--- src/rtl/split_ram_pkg.sv ---
package split_ram_pkg;

  // Address width needed to index n items; at least one bit so that
  // a select field never collapses to zero width.
  function automatic int unsigned idx_bits(input int unsigned n);
    int unsigned w;
    w = 1;
    while ((1 << w) < n) w++;
    return w;
  endfunction

endpackage

--- src/rtl/wclk_polarity.sv ---
module wclk_polarity #(
  parameter bit INVERT = 1'b0
) (
  input  logic clk_in,
  output logic clk_act
);

  // The lanes always write on a rising edge of clk_act; the variant
  // chosen here decides which edge of the pin that corresponds to.
  if (INVERT) begin : g_inv
    assign clk_act = ~clk_in;
  end else begin : g_pass
    assign clk_act = clk_in;
  end

endmodule

--- src/rtl/ram_lane.sv ---
module ram_lane #(
  parameter int DEPTH  = 32,
  parameter int WORD_W = 2,
  localparam int ADDR_W = split_ram_pkg::idx_bits(DEPTH)
) (
  input  logic              clk,
  input  logic              we,
  input  logic [ADDR_W-1:0] waddr,
  input  logic [WORD_W-1:0] wdata,
  input  logic [ADDR_W-1:0] raddr,
  output logic [WORD_W-1:0] rdata
);

  logic [WORD_W-1:0] cells [DEPTH];

  always_ff @(posedge clk) begin
    if (we) cells[waddr] <= wdata;
  end

  // Asynchronous read: no output register.
  assign rdata = cells[raddr];

endmodule

--- src/rtl/bit_pick.sv ---
module bit_pick #(
  parameter int WORD_W = 2,
  localparam int SEL_W = split_ram_pkg::idx_bits(WORD_W)
) (
  input  logic [WORD_W-1:0] word,
  input  logic [SEL_W-1:0]  sel,
  output logic              bit_o
);

  always_comb begin
    bit_o = word[sel];
  end

endmodule

--- src/rtl/split_width_ram.sv ---
module split_width_ram #(
  parameter int NARROW  = 7,
  parameter int DEPTH   = 32,
  parameter int WORD_W  = 2,
  parameter bit CLK_INV = 1'b0,
  localparam int ADDR_W = split_ram_pkg::idx_bits(DEPTH),
  localparam int SEL_W  = split_ram_pkg::idx_bits(WORD_W),
  localparam int RA_W   = ADDR_W + SEL_W,
  localparam int LANES  = NARROW + 1
) (
  input  logic                      wr_clk,
  input  logic                      wr_en,
  input  logic [ADDR_W-1:0]         wr_addr,
  input  logic [LANES*WORD_W-1:0]   wr_data,
  input  logic [NARROW*RA_W-1:0]    rd_addr,
  output logic [NARROW-1:0]         rd_bit,
  output logic [WORD_W-1:0]         wide_q
);

  logic              wclk_act;
  logic [WORD_W-1:0] lane_word [LANES];

  wclk_polarity #(.INVERT(CLK_INV)) u_pol (
    .clk_in (wr_clk),
    .clk_act(wclk_act)
  );

  for (genvar g = 0; g < LANES; g++) begin : g_lane
    logic [ADDR_W-1:0] look;

    if (g < NARROW) begin : g_narrow
      // Upper field picks the word, low field picks the bit.
      assign look = rd_addr[g*RA_W+SEL_W +: ADDR_W];
      bit_pick #(.WORD_W(WORD_W)) u_pick (
        .word (lane_word[g]),
        .sel  (rd_addr[g*RA_W +: SEL_W]),
        .bit_o(rd_bit[g])
      );
    end else begin : g_wide
      // The last lane is read through the write address at full width.
      assign look   = wr_addr;
      assign wide_q = lane_word[g];
    end

    ram_lane #(.DEPTH(DEPTH), .WORD_W(WORD_W)) u_lane (
      .clk  (wclk_act),
      .we   (wr_en),
      .waddr(wr_addr),
      .wdata(wr_data[g*WORD_W +: WORD_W]),
      .raddr(look),
      .rdata(lane_word[g])
    );
  end

endmodule

--- config.mk ---
export PLATFORM = sky130hd
export DESIGN_NAME = split_width_ram
export DESIGN_NICKNAME = d
export VERILOG_FILES = /design/src/rtl/split_ram_pkg.sv /design/src/rtl/wclk_polarity.sv /design/src/rtl/ram_lane.sv /design/src/rtl/bit_pick.sv /design/src/rtl/split_width_ram.sv
export SDC_FILE = /design/constraint.sdc
export NUM_CORES = 1
export LEC_CHECK = 0
export BUFFER_PORTS_ARGS = -buffer_cell sky130_fd_sc_hd__buf_2
export CAP_MARGIN = 10
export CORE_AREA = 3 3 264 266
export DETAILED_ROUTE_END_ITERATION = 10
export DIE_AREA = 0 0 267 269
export MAX_ROUTING_LAYER = met4
export PLACE_DENSITY = 0.47
export SKIP_CTS_REPAIR_TIMING = 1
export SLEW_MARGIN = 40
export SYNTH_ARGS = -nofsm -noshare
export SYNTH_HDL_FRONTEND = slang
export SYNTH_SLANG_ARGS = --single-unit
--- constraint.sdc ---
create_clock -name wr_clk -period 2.1 [get_ports wr_clk]
set_clock_uncertainty 0.1 [all_clocks]
set_input_delay 0 -clock wr_clk [delete_from_list [all_inputs] [get_ports wr_clk]]
set_output_delay 0 -clock wr_clk [all_outputs]
set_load 0.01 [all_outputs]
Word level (Yosys, flattened, before mapping). Memories as Yosys holds them, arrays and structs flattened. Cells that the tools add are included.

Order comparisons: 7. Mux-type cells: 16.

Operators with widths (number): $mux W1 (16); $lt A1 B2 Y1 const B (7).

Output and inout port bits: 9. Word-level logic and storage cells: 31. Input port bits: 65. Memories kept: 8. RAM bits: 512. Register bits: 0.

Memory list: g_lane[0].u_lane.cells (words 32, bits a word 2, rd ports 1, clocked after memory_dff 0, write ports 1, RTL line ram_lane.sv:14) `logic [WORD_W-1:0] cells [DEPTH];`; g_lane[1].u_lane.cells (words 32, bits a word 2, rd ports 1, clocked after memory_dff 0, write ports 1, RTL line ram_lane.sv:14); g_lane[2].u_lane.cells (words 32, bits a word 2, rd ports 1, clocked after memory_dff 0, write ports 1, RTL line ram_lane.sv:14); g_lane[3].u_lane.cells (words 32, bits a word 2, rd ports 1, clocked after memory_dff 0, write ports 1, RTL line ram_lane.sv:14); g_lane[4].u_lane.cells (words 32, bits a word 2, rd ports 1, clocked after memory_dff 0, write ports 1, RTL line ram_lane.sv:14); g_lane[5].u_lane.cells (words 32, bits a word 2, rd ports 1, clocked after memory_dff 0, write ports 1, RTL line ram_lane.sv:14); 2 more memories.

Depth between registers and ports, before layout. An unclocked memory read counts as a cell.

Depth in word-level cells: 3. Depth in mapped cells: 8. Mapped depth without buffers: 5.

Hierarchy. A second synthesis with hierarchy kept.

Cell total of the unflattened synthesis: 1472. Area, all modules: 22053.7 µm².

Modules (own cells, without submodules): ram_lane (cells each 183, area each 2742.6 µm², instances 8, sequential area each 1921.8 µm²); bit_pick (cells each 1, area each 15.0 µm², instances 7, sequential area each 0.0 µm²); wclk_polarity (cells each 1, area each 7.5 µm², instances 1, sequential area each 0.0 µm²).

Worst setup path after synthesis. OpenSTA, ideal clock, no wires.

Kind: input -> register. From: input port wr_addr[1]. To: memory g_lane[0].u_lane.cells[12][0], enable pin. Setup time: 388 ps. Data arrival time: 1566 ps. Data required time: 1612 ps. Setup slack: 45 ps. Buffers on the path: 2. Stages: 4. Cell sequence: clkbuf_1 -> or3b_2 -> clkbuf_1 -> nor2_1.

RTL lines: start: declaration (RTL line split_width_ram.sv:13) `input logic [ADDR_W-1:0] wr_addr,`; end: declaration (RTL line ram_lane.sv:14).

No word-level cell before the write port.

Final worst setup path.
From: memory g_lane[4].u_lane.cells[12][1]. To: output port rd_bit[4].

Word-level cells in the longest chain between the ends: 3.

RTL lines: start: declaration (RTL line ram_lane.sv:14); $mem_v2 Z32 W2; $mux W1 (not written as such) (2 in a row) (RTL line bit_pick.sv:11) `bit_o = word[sel];`; end: declaration (RTL line split_width_ram.sv:16) `output logic [NARROW-1:0] rd_bit,`.

Every way passes these cells. The select of a mux whose other input is x is not followed.

==> flow_metrics.py <==
metrics = {
    "run_status": {
        "status": "finished with violations",
        "violations": "negative setup slack",
    },
    "critical_path": {
        "cp_num_buf_inv": 1,
        "cpPeakStageDelay_ps": 520,
        "worstSetupPathType": "flop to output pin",
        "cp_data_required_time_ps": 2000,
        "critical_path.top_delay_family": "compound AO/OA/AOI/OAI gates",
        "crit_cells": 6,
        "end_kind": "output pin",
        "crit_slowest_cell": "mux4_2",
        "critPathLaunchType": "flop",
        "critPathLaunch": "g_lane[4].u_lane.cells[12][1]",
        "cp_data_arrival_time_ps": 2380,
        "crit_path_end": "rd_bit[4]",
        "crit_fanout": 1,
        "path_cells": "mux4_2, a22oi_2, a31oi_1, a311oi_2, o31ai_2, buf_2",
    },
    "cts": {
        "clkSinkCount": 512,
        "cts_buffer_depth": 3,
        "numCtsBuffers": 53,
        "cts-root-buf": "clkbuf_16",
        "cts_tree": "yes",
        "h-tree-depth": 2,
        "path_clk_slew_ps": 60,
    },
    "sta": {
        "fin_crit_ps": 2480,
        "finalCritPeriodShare": 1.18,
        "fmax_mhz": 403,
        "setup_viol": 9,
        "relSlewSlack": 0.611,
        "tns_ps": -2370,
        "setup_ws_ps": -383,
        "tightestPinTransition_ps": 581,
        "rsz0062_at_grt": "true",
        "final-hold-violation-count": 0,
        "slew_violations": 0,
    },
    "global_routing": {
        "grt_pass1_wl_mm": 73.8,
        "grt_max_degree": 33,
        "antenna_found_initial": 2,
        "grtUsageTotal": 0.149,
        "grt_pass1_vias": 10200,
        "overflow": 0,
    },
    "placement": {
        "dp_cells": 1904,
        "dpl.hpwl_mm": 32.2,
        "io_buffers": 73,
        "place_congestion": 0.786,
    },
    "drt": {
        "antenna_left": 0,
        "postRouteWirelength_mm": 51.3,
        "num_vias": 9761,
        "routed_via_density": 4.86,
        "drt_pre_antenna_iters": 5,
        "drtIter0Drc": 853,
        "drc": 0,
        "routedWlPerCell_um": 25.5,
    },
    "yosys": {
        "ys_ff_latch": 512,
        "syn-num-nets": 984,
        "postSynth.asyncResetShare": 0,
        "ys_warn_count": 0,
        "synthFlopType": "edfxtp_1",
        "synthDistinctLibCells": 41,
        "synthCells": 919,
        "syn_area_mm2": 0.0202,
        "synth-edff-count": 512,
        "syn_area_per_cell_um2": 21.9,
        "synth-seq-area-share": 0.763,
    },
    "floorplanning": {
        "dieArea_mm2": 0.0718,
        "core-area_mm2": 0.0673,
        "io_pins": 74,
        "fp-row-count": 95,
        "die_h_um": 269,
        "die_w_um": 267,
        "initial_core_util": 0.300,
    },
    "power_and_ir_drop": {
        "peakVddDrop_mv": 0.605,
        "p_leak_nw": 7.79,
        "powerDensity_mw_per_mm2": 879,
    },
    "final_layout": {
        "final_nets": 1167,
        "reg_top3": "g_lane.u_lane.cells (512)",
        "final_cell_mix": "512 x edfxtp_1, 94 x mux4_2, 72 x buf_2",
        "drive_gt1_frac": 0.339,
        "largest_register_ffs": 512,
        "fin_cells": 2010,
        "syn_to_final_growth_pct": 19.6,
        "max_flop_register": "g_lane.u_lane.cells",
        "final_common_cell": "edfxtp_1",
    },
    "worst_hold_path": {
        "hold_path.class": "input port to flop",
    },
    "flow_run": {
        "max_cap_viol_count": 0,
    },
}
[tightest hold or removal path, delay by kind of cell]
family,cells,cell delay [ps]
buf+inv,3,440
simple gates,2,170
[layer usage]
layer | global-route usage | wire, µm
met1 | 0.201 | 23500
met2 | 0.238 | 24800
met3 | 0.0266 | 2110
met4 | 0.0316 | 907
met5 | - | 0
[kinds of logic (layout without fill, tap and decap cells)]
kind of cell | Yosys count | after routing | share of synthesized area
compound gates | 60 | 60 | 0.0225
buf+inv | 68 | 285 | 0.0207
flops | 512 | 512 | 0.763
mux | 158 | 158 | 0.166
other cells | 0 | 1 | 0
simple gates | 121 | 121 | 0.0284
[area by class of cell]
type                       instances  area (µm²)
sequential                       512       15400
multi-input combinational        339        4520
clock inverter                    22         158
inverter                          17        63.8
tap                              873        1090
fill                            6231       43200
antenna                            1        2.50
timing repair buffer             179        1510
clock buffer                      67        1400
[Yosys cell counts, drive strengths merged, types with 3 or more instances]
master	n	area share
edfxtp	512	0.76
mux4	126	0.15
nor2	48	0.0089
buf	31	0.013
mux2i	26	0.013
nand2	22	0.0041
clkbuf	20	0.0045
nand3	18	0.0045
inv	17	0.0032
nor2b	12	0.0037
a22oi	10	0.0037
a311oi	8	0.0035
a31oi	8	0.0025
a21oi	7	0.0017
o2111ai	7	0.0030
mux2	6	0.0034
nand3b	5	0.0019
nand4	5	0.0016
a311o	4	0.0020
o31ai	4	0.0015
nand2b	3	0.00093
or3b	3	0.0013
[worst min-delay path by stage]
stage | to | cells after the start | start
6_report | g_lane[6].u_lane.cells[28][1] | 5 | wr_addr[2]
3_3_place_gp | rd_bit[5] | 3 | rd_addr[30]
4_1_cts | g_lane[6].u_lane.cells[11][1] | 1 | wr_data[13]
3_5_place_dp | rd_bit[3] | 3 | rd_addr[18]
2_1_floorplan | g_lane[0].u_lane.cells[0][0] | 0 | wr_data[0]
5_1_grt | g_lane[3].u_lane.cells[22][1] | 5 | wr_en
[stage by stage]
step | hold WS, ps | setup slack [ps] | utilization | power [mW] | instance area (µm²)
5_1_grt | 91.5 | -487 | 0.359 | 22.0 | 24100
6_report | 97.4 | -383 | 0.359 | 21.2 | 24100
2_1_floorplan | -1.13 | 45.2 | - | 12.2 | 20200
3_3_place_gp | 223 | 26.4 | 0.332 | 12.7 | 22300
3_5_place_dp | 217 | -0.356 | 0.332 | 12.7 | 22300
4_1_cts | -230 | -541 | 0.355 | 21.4 | 23900
[where the power goes]
part / total (mW) / leakage (nW) / switching, mW / internal [mW]
Clock: 8.63 / 0.764 / 3.72 / 4.91
Combinational: 1.17 / 2.41 / 0.667 / 0.502
Sequential: 11.4 / 4.61 / 0.0238 / 11.4
No activity file was read; power rests on OpenSTA's default activity.
